<file path="src/rtl/mdio_c45_pkg.sv">
package mdio_c45_pkg;

  typedef enum logic [1:0] {
    OPM_NONE  = 2'd0,
    OPM_READ  = 2'd1,
    OPM_WRITE = 2'd2,
    OPM_ADDR  = 2'd3
  } opm_e;

  localparam int unsigned PORT_W = 5;
  localparam int unsigned DEV_W  = 5;
  localparam int unsigned VAL_W  = 16;

  typedef struct packed {
    opm_e              op;
    logic [PORT_W-1:0] port;
    logic [DEV_W-1:0]  dev;
  } cmd_t;

  // mailbox op mode -> clause 45 wire opcode
  function automatic logic [1:0] wire_op(opm_e m);
    logic [1:0] r;
    unique case (m)
      OPM_ADDR:  r = 2'b00;
      OPM_WRITE: r = 2'b01;
      default:   r = 2'b11;
    endcase
    return r;
  endfunction

endpackage

</file>
<file path="src/rtl/mdio_mdc_gen.sv">
module mdio_mdc_gen #(
  parameter int unsigned CLK_DIV = 100
) (
  input  logic clk_i,
  input  logic rst_ni,
  input  logic run_i,
  output logic mdc_o,
  output logic rise_o,
  output logic fall_o
);
  localparam int unsigned HALF  = CLK_DIV / 2;
  localparam int unsigned CNT_W = (HALF > 1) ? $clog2(HALF) : 1;

  logic [CNT_W-1:0] cnt_q;
  logic             mdc_q;
  logic             wrap;

  assign wrap   = (cnt_q == CNT_W'(HALF - 1));
  assign rise_o = run_i && wrap && !mdc_q;
  assign fall_o = run_i && wrap && mdc_q;
  assign mdc_o  = mdc_q;

  always_ff @(posedge clk_i or negedge rst_ni) begin
    if (!rst_ni) begin
      cnt_q <= '0;
      mdc_q <= 1'b0;
    end else if (!run_i) begin
      cnt_q <= '0;
      mdc_q <= 1'b0;
    end else if (wrap) begin
      cnt_q <= '0;
      mdc_q <= ~mdc_q;
    end else begin
      cnt_q <= cnt_q + 1'b1;
    end
  end

endmodule

</file>
<file path="src/rtl/mdio_frame_shift.sv">
module mdio_frame_shift #(
  parameter int unsigned PRE_LEN = 32
) (
  input  logic                     clk_i,
  input  logic                     rst_ni,
  input  logic                     start_i,
  input  logic [PRE_LEN+32-1:0]    frame_i,
  input  logic                     rd_i,
  input  logic                     rise_i,
  input  logic                     fall_i,
  input  logic                     mdio_i,
  output logic                     mdio_o,
  output logic                     mdio_oe_o,
  output logic                     busy_o,
  output logic                     done_o,
  output logic [15:0]              cap_o
);
  localparam int unsigned FRAME_W = PRE_LEN + 32;
  localparam int unsigned TA_IDX  = PRE_LEN + 14;
  localparam int unsigned DAT_IDX = PRE_LEN + 16;
  localparam int unsigned IDX_W   = $clog2(FRAME_W);

  logic               busy_q, rd_q, oe_q, out_q;
  logic [IDX_W-1:0]   idx_q, idx_nxt;
  logic [FRAME_W-1:0] sh_q;
  logic [15:0]        cap_q;
  logic               last;

  assign idx_nxt   = idx_q + 1'b1;
  assign last      = (idx_q == IDX_W'(FRAME_W - 1));
  assign done_o    = busy_q && fall_i && last;
  assign busy_o    = busy_q;
  assign mdio_o    = out_q;
  assign mdio_oe_o = oe_q;
  assign cap_o     = cap_q;

  always_ff @(posedge clk_i or negedge rst_ni) begin
    if (!rst_ni) begin
      busy_q <= 1'b0;
      rd_q   <= 1'b0;
      oe_q   <= 1'b0;
      out_q  <= 1'b1;
      idx_q  <= '0;
      sh_q   <= '0;
      cap_q  <= '0;
    end else if (start_i) begin
      busy_q <= 1'b1;
      rd_q   <= rd_i;
      idx_q  <= '0;
      sh_q   <= frame_i;
      out_q  <= frame_i[FRAME_W-1];
      oe_q   <= 1'b1;
    end else if (busy_q) begin
      if (rise_i && rd_q && (idx_q >= IDX_W'(DAT_IDX)))
        cap_q <= {cap_q[14:0], mdio_i};
      if (fall_i) begin
        if (last) begin
          busy_q <= 1'b0;
          oe_q   <= 1'b0;
          out_q  <= 1'b1;
        end else begin
          idx_q  <= idx_nxt;
          sh_q   <= sh_q << 1;
          out_q  <= sh_q[FRAME_W-2];
          // release line from the first turnaround bit of a read
          oe_q   <= !(rd_q && (idx_nxt >= IDX_W'(TA_IDX)));
        end
      end
    end
  end

endmodule

</file>
<file path="src/rtl/mdio_mbox_regs.sv">
module mdio_mbox_regs
  import mdio_c45_pkg::*;
#(
  parameter int unsigned ADDR_W    = 12,
  parameter int unsigned BASE_ADDR = 'h280
) (
  input  logic              clk_i,
  input  logic              rst_ni,
  input  logic              bus_we_i,
  input  logic [ADDR_W-1:0] bus_addr_i,
  input  logic [31:0]       bus_wdata_i,
  output logic [31:0]       bus_rdata_o,
  input  logic              busy_i,
  input  logic              done_i,
  input  logic [15:0]       cap_i,
  output logic              start_o,
  output cmd_t              start_cmd_o,
  output cmd_t              cmd_o,
  output logic [15:0]       reg_addr_o,
  output logic [15:0]       wr_val_o,
  output logic [15:0]       rd_val_o
);
  localparam logic [ADDR_W-1:0] A_CMD   = ADDR_W'(BASE_ADDR + 4);
  localparam logic [ADDR_W-1:0] A_WVAL  = ADDR_W'(BASE_ADDR + 8);
  localparam logic [ADDR_W-1:0] A_RADDR = ADDR_W'(BASE_ADDR + 12);
  localparam logic [ADDR_W-1:0] A_RVAL  = ADDR_W'(BASE_ADDR + 16);

  cmd_t        cmd_q, wcmd;
  logic [15:0] raddr_q, wval_q, rval_q;
  logic        cmd_wr_ok;
  logic        unused_bits;

  assign wcmd = '{op: opm_e'(bus_wdata_i[13:12]),
                  port: bus_wdata_i[9:5],
                  dev: bus_wdata_i[4:0]};
  assign unused_bits = ^{bus_wdata_i[31:16], bus_wdata_i[14], bus_wdata_i[11:10]};

  assign cmd_wr_ok   = bus_we_i && (bus_addr_i == A_CMD) && !busy_i;
  assign start_o     = cmd_wr_ok && bus_wdata_i[15] && (wcmd.op != OPM_NONE);
  assign start_cmd_o = wcmd;
  assign cmd_o       = cmd_q;
  assign reg_addr_o  = raddr_q;
  assign wr_val_o    = wval_q;
  assign rd_val_o    = rval_q;

  always_ff @(posedge clk_i or negedge rst_ni) begin
    if (!rst_ni) begin
      cmd_q   <= '{op: OPM_NONE, port: '0, dev: '0};
      raddr_q <= '0;
      wval_q  <= '0;
      rval_q  <= '0;
    end else begin
      if (cmd_wr_ok && (wcmd.op != OPM_NONE || !bus_wdata_i[15]))
        cmd_q <= wcmd;
      if (bus_we_i && bus_addr_i == A_RADDR) raddr_q <= bus_wdata_i[15:0];
      if (bus_we_i && bus_addr_i == A_WVAL)  wval_q  <= bus_wdata_i[15:0];
      if (done_i && cmd_q.op == OPM_READ)    rval_q  <= cap_i;
    end
  end

  always_comb begin
    bus_rdata_o = '0;
    unique case (bus_addr_i)
      A_CMD:   bus_rdata_o = {busy_i, 17'b0, cmd_q.op, 2'b0, cmd_q.port, cmd_q.dev};
      A_WVAL:  bus_rdata_o = {16'b0, wval_q};
      A_RADDR: bus_rdata_o = {16'b0, raddr_q};
      A_RVAL:  bus_rdata_o = {16'b0, rval_q};
      default: bus_rdata_o = '0;
    endcase
  end

endmodule

</file>
<file path="src/rtl/mdio_c45_master.sv">
module mdio_c45_master
  import mdio_c45_pkg::*;
#(
  parameter int unsigned CLK_DIV   = 100,
  parameter int unsigned PRE_LEN   = 32,
  parameter int unsigned ADDR_W    = 12,
  parameter int unsigned BASE_ADDR = 'h280
) (
  input  logic              clk_i,
  input  logic              rst_ni,
  input  logic              bus_we_i,
  input  logic [ADDR_W-1:0] bus_addr_i,
  input  logic [31:0]       bus_wdata_i,
  output logic [31:0]       bus_rdata_o,
  output logic              mdc_o,
  input  logic              mdio_i,
  output logic              mdio_o,
  output logic              mdio_oe_o
);
  localparam int unsigned FRAME_W = PRE_LEN + 32;

  logic               busy_w, done_w, start_w, rise_w, fall_w;
  logic [15:0]        cap_w, reg_addr_w, wr_val_w, rd_data_w;
  cmd_t               scmd_w, cmd_w;
  logic [FRAME_W-1:0] frame_w;

  assign frame_w = {{PRE_LEN{1'b1}}, 2'b00, wire_op(scmd_w.op), scmd_w.port, scmd_w.dev,
                    2'b10, (scmd_w.op == OPM_WRITE) ? wr_val_w : reg_addr_w};

  mdio_mbox_regs #(.ADDR_W(ADDR_W), .BASE_ADDR(BASE_ADDR)) u_regs (
    .clk_i, .rst_ni, .bus_we_i, .bus_addr_i, .bus_wdata_i, .bus_rdata_o,
    .busy_i(busy_w), .done_i(done_w), .cap_i(cap_w),
    .start_o(start_w), .start_cmd_o(scmd_w), .cmd_o(cmd_w),
    .reg_addr_o(reg_addr_w), .wr_val_o(wr_val_w), .rd_val_o(rd_data_w)
  );

  mdio_mdc_gen #(.CLK_DIV(CLK_DIV)) u_mdc (
    .clk_i, .rst_ni, .run_i(busy_w), .mdc_o, .rise_o(rise_w), .fall_o(fall_w)
  );

  mdio_frame_shift #(.PRE_LEN(PRE_LEN)) u_shift (
    .clk_i, .rst_ni, .start_i(start_w), .frame_i(frame_w),
    .rd_i(scmd_w.op == OPM_READ), .rise_i(rise_w), .fall_i(fall_w),
    .mdio_i, .mdio_o, .mdio_oe_o, .busy_o(busy_w), .done_o(done_w), .cap_o(cap_w)
  );

endmodule

</file>
<file path="config.mk">
export PLATFORM = sky130hd
export DESIGN_NAME = mdio_c45_master
export DESIGN_NICKNAME = d
export VERILOG_FILES = /design/src/rtl/mdio_c45_pkg.sv /design/src/rtl/mdio_mdc_gen.sv /design/src/rtl/mdio_frame_shift.sv /design/src/rtl/mdio_mbox_regs.sv /design/src/rtl/mdio_c45_master.sv
export SDC_FILE = /design/constraint.sdc
export NUM_CORES = 1
export LEC_CHECK = 0
export BUFFER_PORTS_ARGS = -buffer_cell sky130_fd_sc_hd__clkbuf_2
export CAP_MARGIN = 20
export CORE_ASPECT_RATIO = 1.4
export CORE_UTILIZATION = 53
export CTS_CLUSTER_DIAMETER = 100
export CTS_CLUSTER_SIZE = 14
export DETAILED_ROUTE_END_ITERATION = 6
export MAX_ROUTING_LAYER = met4
export PLACE_DENSITY = 0.74
export SLEW_MARGIN = 20
export SYNTH_ARGS = -nofsm -noshare
export SYNTH_HDL_FRONTEND = slang
export SYNTH_HIERARCHICAL = 1
export SYNTH_SLANG_ARGS = --single-unit
</file>
<file path="constraint.sdc">
create_clock -name clk_i -period 2.1 [get_ports clk_i]
set_clock_uncertainty 0.05 [all_clocks]
set_input_delay 0.42 -clock clk_i [delete_from_list [all_inputs] [get_ports clk_i]]
set_output_delay 0.42 -clock clk_i [all_outputs]
set_load 0.005 [all_outputs]
</file>
After elaboration in Yosys (flattened, before gate mapping). Index checks and enable logic that the tools add are counted.

Flip-flop bits (word level): 156. Input bits: 48. Output and inout port bits: 35. Word-level logic and storage cells: 87.

Add/sub/neg operators: 2. Order comparisons: 2. Equal/unequal tests: 12. Muxes and demuxes: 27. Bitwise gates (word level): 2. Reductions and logical operators: 27.

Operators with widths (count): $mux W63 (4); $pmux W32 S4 (1); $eq A12 B10 Y1 const B (4); $mux W6 (6); $logic_and A1 B1 Y1 (16); $mux W16 (1); $mux W1 (14); $add A6 B1 Y6 const B (2); $eq A6 B6 Y1 const B (2); $ge A6 B6 Y1 const B (2); $reduce_and A3 Y1 (2); $reduce_bool A2 Y1 (3); $eq A2 B1 Y1 const B (2); $eq A2 B2 Y1 const B (2); $logic_not A1 Y1 (4); $ne A2 B2 Y1 const B (2); $pmux W2 S2 (1); $not A1 Y1 (2); $reduce_and A2 Y1 (1); $logic_or A1 B1 Y1 (1).

Logic depth before layout (Yosys ltp).
Word-level depth: 8. Gate-level depth with buffers: 12. Depth with buffers taken out: 10.

Hierarchy. Netlist, hierarchy kept.

Modules (own cells, without submodules): mdio_frame_shift (instances 1, cells an instance 365, area an instance 4076.4 um2, sequential area each 2228.4 um2); mdio_mbox_regs (instances 1, cells an instance 231, area an instance 3060.4 um2, sequential area each 1501.4 um2); mdio_mdc_gen (instances 1, cells an instance 33, area an instance 355.3 um2, sequential area each 175.2 um2); mdio_c45_master (instances 1, cells an instance 24, area an instance 286.5 um2, sequential area each 0.0 um2).

Least setup slack after synthesis. Ideal clock, no wire load.

Path type: input port to output port. From: input bus_addr_i[2]. To: output bus_rdata_o[0]. Arrival time: 1.765 ns. Required time: 1.630 ns. Slack: -0.135 ns. Stages: 5. Buffers on the path: 2. Cell sequence: buf_2 -> or3b_2 -> nor3_1 -> buf_2 -> a221o_1.

Word-level cells in the longest chain between the ends: 2. Elaborated cells on any way between the ends: 5. Those cells by class: 4 x eq/ne; 1 x mux.

RTL lines: start: declaration (RTL line mdio_c45_master.sv:12) `input logic [ADDR_W-1:0] bus_addr_i,`; $eq A12 B10 Y1 (RTL line mdio_mbox_regs.sv:63) `unique case (bus_addr_i)`; $pmux W32 S4 * (RTL line mdio_mbox_regs.sv:63); end: declaration (RTL line mdio_c45_master.sv:14) `output logic [31:0] bus_rdata_o,`.

Every way passes the cells marked *; elsewhere a longest branch is shown, timed or not.

Final worst setup path.
From: input bus_addr_i[1]. To: output bus_rdata_o[2].

Same word-level chain as after synthesis.

==> results.sh <==
export IMPL_synth_seq_cells=156
export IMPL_hp_class="primary input to flop"
export IMPL_postSynthCellCount=653
export IMPL_setup_violations=81
export IMPL_start_kind="primary input"
export IMPL_post_place_cells=934
export IMPL_io_pins=83
export IMPL_placementRows=52
export IMPL_clock_root_buffer="clkbuf_16"
export IMPL_p_total_mw=6.260
export IMPL_grt_max_degree=46
export IMPL_synth_flop_cell="dfrtp_1"
export IMPL_grt_pass1_vias=5507
export IMPL_cellPowerDensity_nw_per_um2=659.7
export IMPL_fillerInstances=1023
export IMPL_diodes=0
export IMPL_drt_wl_total_mm=16.48
export IMPL_grtUsageTotal_pct=23.64
export IMPL_fin_nets=825
export IMPL_wl_per_cell_um=16.91
export IMPL_ys_async_sr_fraction_pct=100.0
export IMPL_synth_seq_area_share_pct=50.20
export IMPL_cts_tree="built"
export IMPL_holdWs_ps=184.3
export IMPL_end_kind="primary output"
export IMPL_drive_gt1_share_pct=35.50
export IMPL_cts_buffers=17
export IMPL_min_period_ps=2227
export IMPL_rsz0062_at_grt="true"
export IMPL_initial_core_util_pct=54.10
export IMPL_viasPerCell=5.349
export IMPL_dr_first_iter_drc_count=268
export IMPL_finalWorstSetupSlack_ps=-126.7
export IMPL_final_antenna_net_count=0
export IMPL_cp_max_fo=6
export IMPL_drt_pass1_iterations=5
export IMPL_num_vias=5215
export IMPL_peakVddDrop_uv=448.9
export IMPL_grt_busiest_layer="met2"
export IMPL_synth_edf_count=0
export IMPL_period_share_pct=106.0
export IMPL_swShare_pct=23.63
export IMPL_grt_pass1_wl_mm=27.37
export IMPL_p_seq_share_pct=48.2
export IMPL_met2_usage_pct=40.26
export IMPL_critical_path_required_ps=1630
export IMPL_layout_cells_non_filler=975
export IMPL_htree_num_levels=4
export IMPL_power_leakage_nw=4.171
export IMPL_cp_arrival_ps=1760
export IMPL_cts_sinks=156
export IMPL_die_area_um2=15170
export IMPL_clk_latency_ps=430
export IMPL_placed_cell_area_um2=8616
export IMPL_yosysWarnings=6
export IMPL_violations="negative setup slack"
export IMPL_p_sw_mw=1.480
export IMPL_grt_overflow=0
export IMPL_hold_viol_final=0
export IMPL_maxSlewViolCount=0
export IMPL_cap_violations=0
export IMPL_fin_area_um2=9490
export IMPL_fin_util_pct=66.00
export IMPL_port_buffers=51
export IMPL_die_h_um=145.3
export IMPL_drc=0
export IMPL_clkPwrFrac_pct=48.0
export IMPL_fmax_mhz=449.1
export IMPL_cts_buffer_depth=2
export IMPL_avgSynthCellArea_um2=11.91
export IMPL_area_delta_synth_final_pct=22.00
export IMPL_grt_use_met1_pct=26.94
export IMPL_dpl_hpwl_mm=11.04
export IMPL_critPathKind="primary input to primary output"
export IMPL_comb_power_share_pct=3.8
export IMPL_antenna_found_initial=0
export IMPL_gr_usage_met3_pct=4.344
export IMPL_core_area_um2=14380
export IMPL_die_x_um=104.4
export IMPL_status="finished, violations left"
export IMPL_gp_congestion=0.8939
export IMPL_synth_cell_type_count=59
export IMPL_p_int_mw=4.781
export IMPL_synth_area_um2=7779
export IMPL_clk_pin_slew_ps=60
-- path summary, 6_finish.rpt --
kind | startpoint | endpoint | slack (ps) | depth (start not counted)
max | bus_addr_i[1] | bus_rdata_o[2] | -130 | 7
min | mdio_i | u_shift/cap_o[0] | 180 | 2
max reg2reg | u_mdc/cnt_q[1] | u_regs/rd_val_o[0] | -90 | 11
min reg2reg | u_regs/rd_val_o[4] | u_regs/rd_val_o[4] | 460 | 1
max in group asynchronous | rst_ni | u_regs/reg_addr_o[1] | 890 | 3
min in group asynchronous | rst_ni | u_shift/sh_q[62] | 440 | 2
-- cells in the mapped netlist (6+ instances only) --
cell type    n  area (um2)
dfrtp_1    155        3879
nand2_1     76       285.3
mux2i_1     75       750.7
mux2_2      72       810.8
o21ai_0     67       335.3
buf_4       27       202.7
nor2_1      26       97.59
mux2_4      20       300.3
clkbuf_1    16       60.06
a221o_1     12       120.1
buf_6       11       123.9
buf_2        7       35.03
nor3_1       7       35.03
xor2_1       6       52.55
-- worst max-delay path, stage by stage --
cell and delay, ps:
buf_6 90, nor4b_4 390, nand2_4 120, nor3_4 250
buf_6 180, a221o_1 180, clkbuf_2 120
-- power by group through the flow --
stage	Combinational (mW)	Clock [mW]	Sequential, mW
after CTS	0.233	3.04	3.02
after global placement	0.216	0	3.07
after floorplan	0.112	0	3.07
final	0.238	3.00	3.02
after detailed placement	0.225	0	3.08
after global routing	0.265	3.18	3.02
-- routing by layer --
| metal | share of wire, % | vias up |
|---|---|---|
| met5 | 0 | - |
| met4 | 2.8 | 0 |
| met3 | 3.0 | 36 |
| met2 | 54 | 130 |
| met1 | 41 | 2579 |
| li1 | - | 2470 |
-- kinds of logic (layout without fill, tap and decap cells) --
family | after synthesis | after routing | share of synthesized area, %
xor gates and xnor gates | 9 | 9 | 1.013
buffers and inverters | 68 | 153 | 5.967
and+or+nand+nor | 146 | 146 | 9.941
AOI/OAI and AO/OA | 97 | 97 | 7.721
muxes | 170 | 170 | 24.37
other | 3 | 51 | 0.1448
DFF | 156 | 156 | 50.20
adders and majority gates | 4 | 4 | 0.6434
-- registers in the layout (all words and copies together) (netlist names) --
name / cells
u_mdc/mdc_o: 1
u_shift/sh_q: 63
u_shift/cap_o: 16
u_shift/rd_q: 1
u_regs/reg_addr_o: 16
u_regs/wr_val_o: 16
u_regs/cmd_o: 12
u_mdc/cnt_q: 6
u_shift/mdio_o: 1
u_shift/busy_o: 1
u_shift/mdio_oe_o: 1
u_regs/rd_val_o: 16
u_shift/idx_q: 6
-- layout make-up --
type | count | area [um2] | share of cell area, %
clock buffers | 18 | 439.2 | 4.628
inverters | 4 | 15.01 | 0.1582
repair buffers | 117 | 998.5 | 10.52
well taps | 189 | 236.5 | 2.492
flip-flops and latches | 156 | 3905 | 41.15
multi-input cells | 477 | 3761 | 39.63
clock inverters | 14 | 135.1 | 1.424
-- what timing repair did --
action | 4_1_cts | 5_1_grt
hold buffers | 1 | 0
setup buffers | 5 | 4
resized for setup | 70 | 50
gates cloned | 4 | 0
setup endpoints to repair | 112 | 128
hold endpoints to repair | 41 | 0
pin swaps | 20 | 16
-- cell usage in the layout (no fill, tap or decap), types with 11 or more instances in the layout --
cell	netlist	layout
nor2_1	26	24
conb_1	3	51
dfrtp_1	155	155
buf_6	11	11
o21ai_1	2	60
a221o_1	12	12
mux2_4	20	23
clkbuf_16	0	17
buf_12	1	13
nand2_1	76	76
clkbuf_2	0	40
mux2_2	72	69
buf_4	27	42
mux2i_1	75	70
-- stage by stage --
step	TNS (ps)	setup WS [ps]
floorplan	-814.9	-55.99
global placement	-6831	-159.7
detailed placement	-12340	-220.8
CTS	-6189	-120.4
global route	-15860	-209.3
finish	-4191	-126.7
Power figures use the tool's default switching activity.
